$ cat config.mk
export PLATFORM = sky130hd
export DESIGN_NAME = prio_pwm_reporter
export DESIGN_NICKNAME = d
export VERILOG_FILES = /design/src/rtl/prd_pkg.sv /design/src/rtl/prd_debounce_bank.sv /design/src/rtl/prd_latch_bank.sv /design/src/rtl/prd_pwm_tx.sv /design/src/rtl/prio_pwm_reporter.sv
export SDC_FILE = /design/constraint.sdc
export NUM_CORES = 1
export LEC_CHECK = 0
export ABC_AREA = 1
export CORE_UTILIZATION = 55
export DETAILED_ROUTE_END_ITERATION = 10
export DONT_BUFFER_PORTS = 1
export HOLD_SLACK_MARGIN = 0.08
export PLACE_DENSITY_LB_ADDON = 0.15
export SETUP_SLACK_MARGIN = 0.02
export SLEW_MARGIN = 20
export SYNTH_ARGS = -nofsm -noshare
export SYNTH_HDL_FRONTEND = slang
export SYNTH_HIERARCHICAL = 1
export SYNTH_SLANG_ARGS = --single-unit
$ cat constraint.sdc
create_clock -name clk -period 19.4 [get_ports clk]
set_input_delay 1.94 -clock clk [delete_from_list [all_inputs] [get_ports clk]]
set_output_delay 1.94 -clock clk [all_outputs]
set_load 0.03 [all_outputs]
$ cat src/rtl/prd_pkg.sv
package prd_pkg;
  localparam int NSRC = 10;
  localparam int CODE_W = 4;
  localparam logic [CODE_W-1:0] CODE_EOF = 4'd10;

  typedef enum logic { ST_IDLE, ST_SEND } frame_st_e;
  typedef enum logic [1:0] { DBC_NONE, DBC_SHORT, DBC_MID, DBC_LONG } db_class_e;

  // high fraction in thousandths for a code
  function automatic int code_permille(input logic [CODE_W-1:0] c);
    if (c < 4'd9) return 55 * (int'(c) + 1);
    else if (c == 4'd9) return 550;
    else return 935;
  endfunction

  // released time in clocks, rounded half up
  function automatic int hi_ticks(input int per, input int pm);
    return (per * pm + 500) / 1000;
  endfunction

  function automatic db_class_e db_class(input int idx);
    case (idx)
      0, 1, 3, 5, 7: return DBC_SHORT;
      6, 8:          return DBC_MID;
      2, 4:          return DBC_LONG;
      default:       return DBC_NONE;
    endcase
  endfunction

  // lowest set index, or end-of-frame when none
  function automatic logic [CODE_W-1:0] first_set(input logic [NSRC-1:0] v);
    logic [CODE_W-1:0] r;
    r = CODE_EOF;
    for (int i = NSRC - 1; i >= 0; i--)
      if (v[i]) r = CODE_W'(i);
    return r;
  endfunction
endpackage

$ cat src/rtl/prd_debounce_bank.sv
module prd_debounce_bank
  import prd_pkg::*;
#(
  parameter int T_SHORT = 200,
  parameter int T_MID   = 800,
  parameter int T_LONG  = 1600
) (
  input  logic            clk,
  input  logic            rst_n,
  input  logic            clr,
  input  logic [NSRC-1:0] raw,
  output logic [NSRC-1:0] deb
);
  localparam int T_MAX = (T_LONG > T_MID) ? ((T_LONG > T_SHORT) ? T_LONG : T_SHORT)
                                          : ((T_MID > T_SHORT) ? T_MID : T_SHORT);
  localparam int CW = $clog2(T_MAX + 1);

  function automatic int lim_of(input int idx);
    case (db_class(idx))
      DBC_SHORT: return T_SHORT;
      DBC_MID:   return T_MID;
      DBC_LONG:  return T_LONG;
      default:   return 0;
    endcase
  endfunction

  for (genvar i = 0; i < NSRC; i++) begin : g_src
    localparam int LIM = lim_of(i);
    if (LIM == 0) begin : g_direct
      assign deb[i] = raw[i];
    end else begin : g_cnt
      logic [CW-1:0] cnt_q;
      always_ff @(posedge clk or negedge rst_n) begin
        if (!rst_n)                 cnt_q <= '0;
        else if (clr || !raw[i])    cnt_q <= '0;
        else if (cnt_q != CW'(LIM)) cnt_q <= cnt_q + 1'b1;
      end
      assign deb[i] = raw[i] && (cnt_q == CW'(LIM));
    end
  end
endmodule

$ cat src/rtl/prd_latch_bank.sv
module prd_latch_bank
  import prd_pkg::*;
(
  input  logic            clk,
  input  logic            rst_n,
  input  logic            clr,
  input  logic [NSRC-1:0] deb,
  input  logic [NSRC-1:0] en,
  output logic [NSRC-1:0] lat
);
  always_ff @(posedge clk or negedge rst_n) begin
    if (!rst_n)   lat <= '0;
    else if (clr) lat <= '0;
    else          lat <= lat | (deb & en);
  end
endmodule

$ cat src/rtl/prd_pwm_tx.sv
module prd_pwm_tx #(
  parameter int CNT_W = 13
) (
  input  logic             clk,
  input  logic             rst_n,
  input  logic             run,
  input  logic             restart,
  input  logic [CNT_W-1:0] per,
  input  logic [CNT_W-1:0] hi,
  output logic             drive_low,
  output logic             fall_tick
);
  localparam logic [CNT_W-1:0] ONE = CNT_W'(1);
  logic [CNT_W-1:0] cnt_q;

  always_ff @(posedge clk or negedge rst_n) begin
    if (!rst_n)                 cnt_q <= '0;
    else if (!run || restart)   cnt_q <= '0;
    else if (cnt_q >= per - ONE) cnt_q <= '0;
    else                        cnt_q <= cnt_q + ONE;
  end

  assign drive_low = run && (cnt_q >= hi);
  assign fall_tick = run && (cnt_q == hi - ONE);
endmodule

$ cat src/rtl/prio_pwm_reporter.sv
module prio_pwm_reporter
  import prd_pkg::*;
#(
  parameter int PER_FAST   = 1000,
  parameter int PER_SLOW   = 6400,
  parameter int DB_SHORT   = 200,
  parameter int DB_MID     = 800,
  parameter int DB_LONG    = 1600
) (
  input  logic            clk,
  input  logic            rst_n,
  input  logic [NSRC-1:0] fault_raw,
  input  logic            ds_chk_en,
  input  logic            reg_ov_chk_en,
  input  logic            gs_uv_chk_en,
  input  logic            speed_fast,
  input  logic            sleep,
  input  logic            line_in,
  output logic            line_low,
  output logic            frame_pending
);
  localparam int PER_MAX = (PER_SLOW > PER_FAST) ? PER_SLOW : PER_FAST;
  localparam int CNT_W   = $clog2(PER_MAX + 1);

  logic [NSRC-1:0]   deb, lat, en_mask, sent_q, cur_oh, sent_upd;
  frame_st_e         st_q;
  logic [CODE_W-1:0] cur_q, next_code;
  logic              armed_q;
  logic [CNT_W-1:0]  per_sel, hi_sel;
  logic              pwm_low, fall_tick;
  logic              ack_ev, eof_ack, start_ev, run;

  always_comb begin
    en_mask    = '1;
    en_mask[0] = ds_chk_en;
    en_mask[1] = reg_ov_chk_en;
    en_mask[3] = gs_uv_chk_en;
  end

  prd_debounce_bank #(.T_SHORT(DB_SHORT), .T_MID(DB_MID), .T_LONG(DB_LONG)) u_deb (
    .clk(clk), .rst_n(rst_n), .clr(sleep), .raw(fault_raw), .deb(deb)
  );

  prd_latch_bank u_lat (
    .clk(clk), .rst_n(rst_n), .clr(sleep || eof_ack), .deb(deb), .en(en_mask), .lat(lat)
  );

  assign per_sel = speed_fast ? CNT_W'(PER_FAST) : CNT_W'(PER_SLOW);
  assign hi_sel  = CNT_W'(hi_ticks(32'(per_sel), code_permille(cur_q)));
  assign run     = (st_q == ST_SEND) && !sleep;

  prd_pwm_tx #(.CNT_W(CNT_W)) u_pwm (
    .clk(clk), .rst_n(rst_n), .run(run), .restart(ack_ev),
    .per(per_sel), .hi(hi_sel), .drive_low(pwm_low), .fall_tick(fall_tick)
  );

  // named events for the frame logic and the checker
  assign ack_ev   = run && fall_tick && !line_in && armed_q;
  assign eof_ack  = ack_ev && (cur_q == CODE_EOF);
  assign start_ev = (st_q == ST_IDLE) && (|lat) && !sleep;

  always_comb begin
    for (int i = 0; i < NSRC; i++) cur_oh[i] = (cur_q == CODE_W'(i));
  end
  assign sent_upd  = sent_q | cur_oh;
  assign next_code = first_set(lat & ~sent_upd);

  always_ff @(posedge clk or negedge rst_n) begin
    if (!rst_n) begin
      st_q    <= ST_IDLE;
      cur_q   <= CODE_EOF;
      sent_q  <= '0;
      armed_q <= 1'b1;
    end else if (sleep) begin
      st_q    <= ST_IDLE;
      cur_q   <= CODE_EOF;
      sent_q  <= '0;
      armed_q <= 1'b1;
    end else begin
      if (line_in) armed_q <= 1'b1;
      if (start_ev) begin
        st_q  <= ST_SEND;
        cur_q <= first_set(lat);
      end else if (ack_ev) begin
        armed_q <= 1'b0;
        if (cur_q == CODE_EOF) begin
          st_q   <= ST_IDLE;
          sent_q <= '0;
        end else begin
          sent_q <= sent_upd;
          cur_q  <= next_code;
        end
      end
    end
  end

  assign line_low      = sleep || pwm_low;
  assign frame_pending = (st_q == ST_SEND);
endmodule

* Yosys cells after proc, flatten, opt, wreduce, memory -nomap -nowiden
Cells that the tools add are included.
** Word-level totals
- Register bits :: 138
- Input port bits :: 18
- Output and inout bits :: 2
- Word-level logic and storage cells :: 191
** Cells by class
- Multipliers :: 2
- Mux-type cells :: 60
- $add $sub $neg :: 14
- Order comparisons :: 3
- Reductions and logical operators :: 59
- Div/mod/pow operators :: 1
- Bitwise logic cells :: 6
- Eq/ne operators :: 31
** Operators by type and width (number)
- 11-bit 2-to-1 mux :: 19
- 11-bit by 1-bit adder with 11-bit output (second input constant) :: 9
- 4-bit 2-to-1 mux :: 21
- 11-bit by 8-bit == test with 1-bit output (second input constant) :: 5
- 11-bit by 8-bit inequality test with 1-bit output (second input constant) :: 5
- 10-bit 2-to-1 mux :: 5
- 13-bit 2-to-1 mux :: 3
- 32-bit by 10-bit adder with 32-bit output (second input constant) :: 1
- 32-bit by 11-bit divider with 32-bit output (second input constant) :: 1
- 14-bit by 32-bit multiplier with 32-bit output :: 1
- 13-bit greater-or-equal comparator :: 2
- 13-bit by 1-bit subtractor with 13-bit output (second input constant) :: 2
- 11-bit by 10-bit == test with 1-bit output (second input constant) :: 2
- 11-bit == test (second input constant) :: 2
- 11-bit by 10-bit inequality test with 1-bit output (second input constant) :: 2
- 11-bit inequality test (second input constant) :: 2
- 10-bit bitwise AND :: 2
- 10-bit OR :: 2
- 2-bit nonzero test :: 10
- 1-bit logical AND :: 18
- 4-bit by 3-bit == test with 1-bit output (second input constant) :: 4
- 13-bit by 1-bit adder with 13-bit output (second input constant) :: 1
- 13-bit == test :: 1
- 4-bit == test (second input constant) :: 3
- 18 further kinds :: 53

* Depth between registers and ports, before layout
- Depth in word-level cells :: 18
- Gate-level depth with buffers :: 148
- Depth with buffers taken out :: 147

* Modules after synthesis
Netlist, hierarchy kept.
** Modules (own cells, without submodules)
- prio_pwm_reporter :: cells each 1498, seq. area each 404.1 µm², area an instance 9746.8 µm², times used 1
- prd_debounce_bank :: cells each 809, seq. area each 2477.4 µm², area an instance 5881.9 µm², times used 1
- prd_pwm_tx :: cells each 301, seq. area each 325.3 µm², area an instance 1973.1 µm², times used 1
- prd_latch_bank :: cells each 41, seq. area each 250.2 µm², area an instance 424.2 µm², times used 1

* Least setup slack after synthesis
No wires, ideal clock.
- Path type :: reg2out
- From :: reg cur_q[1]
- To :: out line_low
- Required time :: 17.460 ns
- Buffers on the path :: 0
- Stages on the path, launching flop included :: 113
- Arrival :: 15.897 ns
- Path slack :: 1.563 ns
- Cell sequence :: dfstp_2 > ha_1 > inv_1 > nor3_1 > ha_1 > inv_1 > fa_1 > fa_1 > inv_1 > ha_1 > inv_1 > o31ai_1 > inv_1 > nor2_1 > o21ai_0 > nand3_1 > nand2_1 > nand2_1 > [... 77 more ...] > nand2_2 > nand2_2 > o21ai_1 > nand3_2 > nor2_2 > nand3_1 > nand2_2 > nand2_1 > nand2_1 > nand2_1 > nand2_1 > nand2_1 > ha_1 > nand4_1 > nor4b_1 > o21ai_0 > inv_1 > or2_2
** On the way
- Word-level cells in the longest chain between the ends :: 9
- Elaborated cells between the ends (all ways) :: 12
- Classes of those cells :: add/sub (2); mul (2); div (1); order compare (2); eq/ne (1); mux (2); reduce/logical (2)
** Ends and longest elaborated chain
- start: declaration :: line prio_pwm_reporter.sv:27 : logic [CODE_W-1:0] cur_q, next_code;
- start signal: assignment :: line prio_pwm_reporter.sv:83 : cur_q <= first_set(lat);
- start signal: assignment :: line prio_pwm_reporter.sv:91 : cur_q <= next_code;
- 4-bit by 1-bit adder with 5-bit output / 4-bit == test (equally long branches) :: line prd_pkg.sv:11, prd_pkg.sv:12
- 6-bit by 5-bit multiplier with 11-bit output / 9-bit 2-to-1 mux (equally long branches) :: line prd_pkg.sv:11, prd_pkg.sv:12
- 11-bit 2-to-1 mux (*) :: line prd_pkg.sv:11 : if (c < 4'd9) return 55 * (int'(c) + 1);
- 14-bit by 32-bit multiplier with 32-bit output (*) :: line prd_pkg.sv:18 : return (per * pm + 500) / 1000;
- 32-bit by 10-bit adder with 32-bit output (*) :: line prd_pkg.sv:18
- 32-bit by 11-bit divider with 32-bit output (*) :: line prd_pkg.sv:18
- net hi_sel[10] :: line prio_pwm_reporter.sv:29 : logic [CNT_W-1:0] per_sel, hi_sel;
- 13-bit greater-or-equal comparator (*) :: line prd_pwm_tx.sv:23 : assign drive_low = run && (cnt_q >= hi);
- 1-bit logical AND (*) :: line prd_pwm_tx.sv:23
- net pwm_low :: line prio_pwm_reporter.sv:30 : logic pwm_low, fall_tick;
- 1-bit logical OR (*) :: line prio_pwm_reporter.sv:97 : assign line_low = sleep || pwm_low;
- end: declaration :: line prio_pwm_reporter.sv:19 : output logic line_low,
The timed path passes the listed nets; every way through them passes the cells marked *.

* Worst setup path in the final report
Same ends and word-level chain as after synthesis.

==> impl_results.md <==
- Outcome: finished clean
- Hpwl dp: 31.8 mm
- Clk_skew: 0.00464 ns
- Post-synth top cells: nand2_1, inv_1, nor2_1
- RSZ-0062 raised after global routing: true
- Cell count of the worst reg-to-reg path: 131
- Placement Setup Slack: -0.255 ns
- Port Buffers: 0
- Worst Tran Pin Value: 0.915 ns
- Top FF cell, synth: dfrtp_1
- Vias in the first global route: 15.8k
- Largest net degree at the start of global routing: 139
- DR WL/cell: 13.5 um
- Area fraction of the dominant cell type after synthesis: 0.187
- Final Setup Violations: 0
- CP max-delay cell: dfstp_2
- WP buf/inv: 21
- Reg2Reg Setup Slack: 0.97 ns
- Synth area leader: dfrtp_1
- Initial antenna violation count: 0
- FP Rows: 65
- Clk_lat worst skew: 0.43 ns
- Clock-pin slew on the worst setup and hold paths: 0.06 ns
- Most frequent CP cell: nand2_2
- Total CTS buffers: 17
- Max Clock Freq: 0.0526 GHz
- Min Tclk post-route: 19.00 ns
- Area growth syn-to-layout: 18.5%
- Crit path max fanout: 7
- Max-cap violations: 0
- Gr usage total: 0.248
- Worst r2r src: cur_q[1]
- Top-Level Pins: 20
- DR vias: 16.8k
- Startpoint types: flop
- Grt ovf: 0
- ANT cells: 0
- Fin. max-slew vios: 0
- Top cells by area, synth: dfrtp_1, nand2_1, ha_1
- Worst setup endpoint: line_low
- Worst Path Class, Setup: reg -> out
- Number of enable flip-flop cells after synthesis: 0
- TritonCTS clock tree: done
- Vias/cell: 5.24
- HP Class: reg -> reg
- Core Region: 31900 um2
- Mapped Cells: 2649
- Die Wd: 183 um
- Nets@finish: 2987
- Final Hold Violating Endpoints: 0
- Final wirelength: 43.3 mm
- Full die area: 33500 um2
- Beginning of the critical path: cur_q[1]
- GP Congestion: 0.918
- Clk root buf: clkbuf_16
- Critical path endpoint category: output pin
- Asr flop ratio synth: 1.00
- Number of synthesized register bits: 138
- Synthesized area: 18000 um2
- Sequential fraction of the synthesis area: 0.192
- Yosys cell types: 61
- Count leader, synth: nand2_1
- Avg Synthesized Cell Area: 6.80 um2
- Required time of the critical path: 17.46 ns
- Worst rel slew slack: 0.389
- Drt initial violations: 874
- Layout cells sized above 1: 0.253
- Starting density of the core: 0.565
- Total number of cells along the worst setup path: 118
- Drc violations: 0
- Setup ws final: 0.397 ns
- Chip Height: 183 um
- Routed Antenna Nets: 0
- # clock sinks: 138
- CP peak stage delay: 0.61 ns
- Crit-path leading delay family: simple AND/OR/NAND/NOR gates
- Reg-to-Reg End: sent_q[9]
- Fin crit share: 0.980
- First-pass GRT wire length: 69.5 mm
- Htree depth: 4
- Critical Path AT: 17.06 ns
- Yosys warning count: 6
- Clk buf depth: 2
- Pre-antenna DRT Iters: 8
repair_timing:
action                                  CTS  global route
gates resized for setup                  32           330
pin swaps                                11           187
hold buffers                              0             0
buffers inserted                          8            70
cloned                                    0             0
endpoints found under the setup margin    1            40
worst min-delay path by stage:
stage	depth (start not counted)	endpoint	from
final	1	u_deb/g_src[3].g_cnt.cnt_q[6]	u_deb/g_src[3].g_cnt.cnt_q[6]
after global routing	2	sent_q[1]	sent_q[1]
after CTS	1	u_deb/g_src[3].g_cnt.cnt_q[6]	u_deb/g_src[3].g_cnt.cnt_q[6]
after detailed placement	2	sent_q[2]	sent_q[2]
after global placement	2	sent_q[1]	sent_q[1]
after floorplan	2	sent_q[0]	sent_q[0]
per-stage QoR:
step / util / TNS [ns] / cell area [um2] / hold slack [ns] / cells
after floorplan: - / 0 / 18100 / 0.452 / 2672
after global placement: 0.582 / 0 / 18600 / 0.471 / 3094
after detailed placement: 0.582 / -0.255 / 18600 / 0.475 / 3094
after CTS: 0.608 / 0 / 19400 / 0.491 / 3134
after global routing: 0.670 / -10.15 / 21400 / 0.508 / 3204
final: 0.670 / 0 / 21400 / 0.491 / 3204
flip-flops by register name, summed over array words and instances (netlist names):
register,cells
frame_pending,1
sent_q,10
u_lat/lat,10
u_deb/g_src.g_cnt.cnt_q,99
armed_q,1
cur_q,4
u_pwm/cnt_q,13
worst register-to-register path: cells and delay by family (launching register included):
| kind | cells | cell delay (ns) |
|---|---|---|
| flops | 1 | 0.61 |
| compound gates | 13 | 2.01 |
| xor+xnor | 1 | 0.20 |
| buf+inv | 19 | 1.57 |
| fa+ha+maj | 12 | 4.79 |
| simple gates | 86 | 9.15 |
layout by cell type (no fill, tap or decap), types with 51 or more instances in the layout:
cell type / instances
a21oi_1: 90
buf_4: 76
dfrtp_1: 133
fa_1: 55
ha_1: 136
inv_1: 439
inv_2: 63
nand2_1: 479
nand2_2: 130
nand2_4: 66
nand3_1: 190
nand3_2: 51
nor2_1: 238
o21ai_0: 64
xor2_1: 51
cells by family (layout without fill, tap and decap cells):
family,after synthesis,in the layout,share of synthesized area
other,2,25,0.000417
AOI/OAI and AO/OA,279,279,0.0965
DFF,138,138,0.192
xor gates and xnor gates,65,65,0.0326
buffers and inverters,540,637,0.118
and+or+nand+nor,1412,1412,0.389
adders and majority gates,213,213,0.172
layout make-up:
class / count / area [um2]
inverter: 520 / 2000
sequential: 138 / 3460
timing repair buffer: 85 / 689
fill: 2692 / 10500
multi-input combinational: 1994 / 14000
clock buffer: 20 / 467
clock inverter: 12 / 163
tap: 435 / 544
layer usage:
metal | vias up | track usage | share of wire
met4 | 0 | 0.0790 | 0.029
met3 | 81 | 0.0306 | 0.024
met2 | 258 | 0.454 | 0.51
met1 | 7877 | 0.301 | 0.44
li1 | 8562 | - | -
met5 | - | 0 | 0
Power is left out: the tool's default activity adds up to more than one toggle a clock period on the data nets, which glitch-free logic cannot reach.
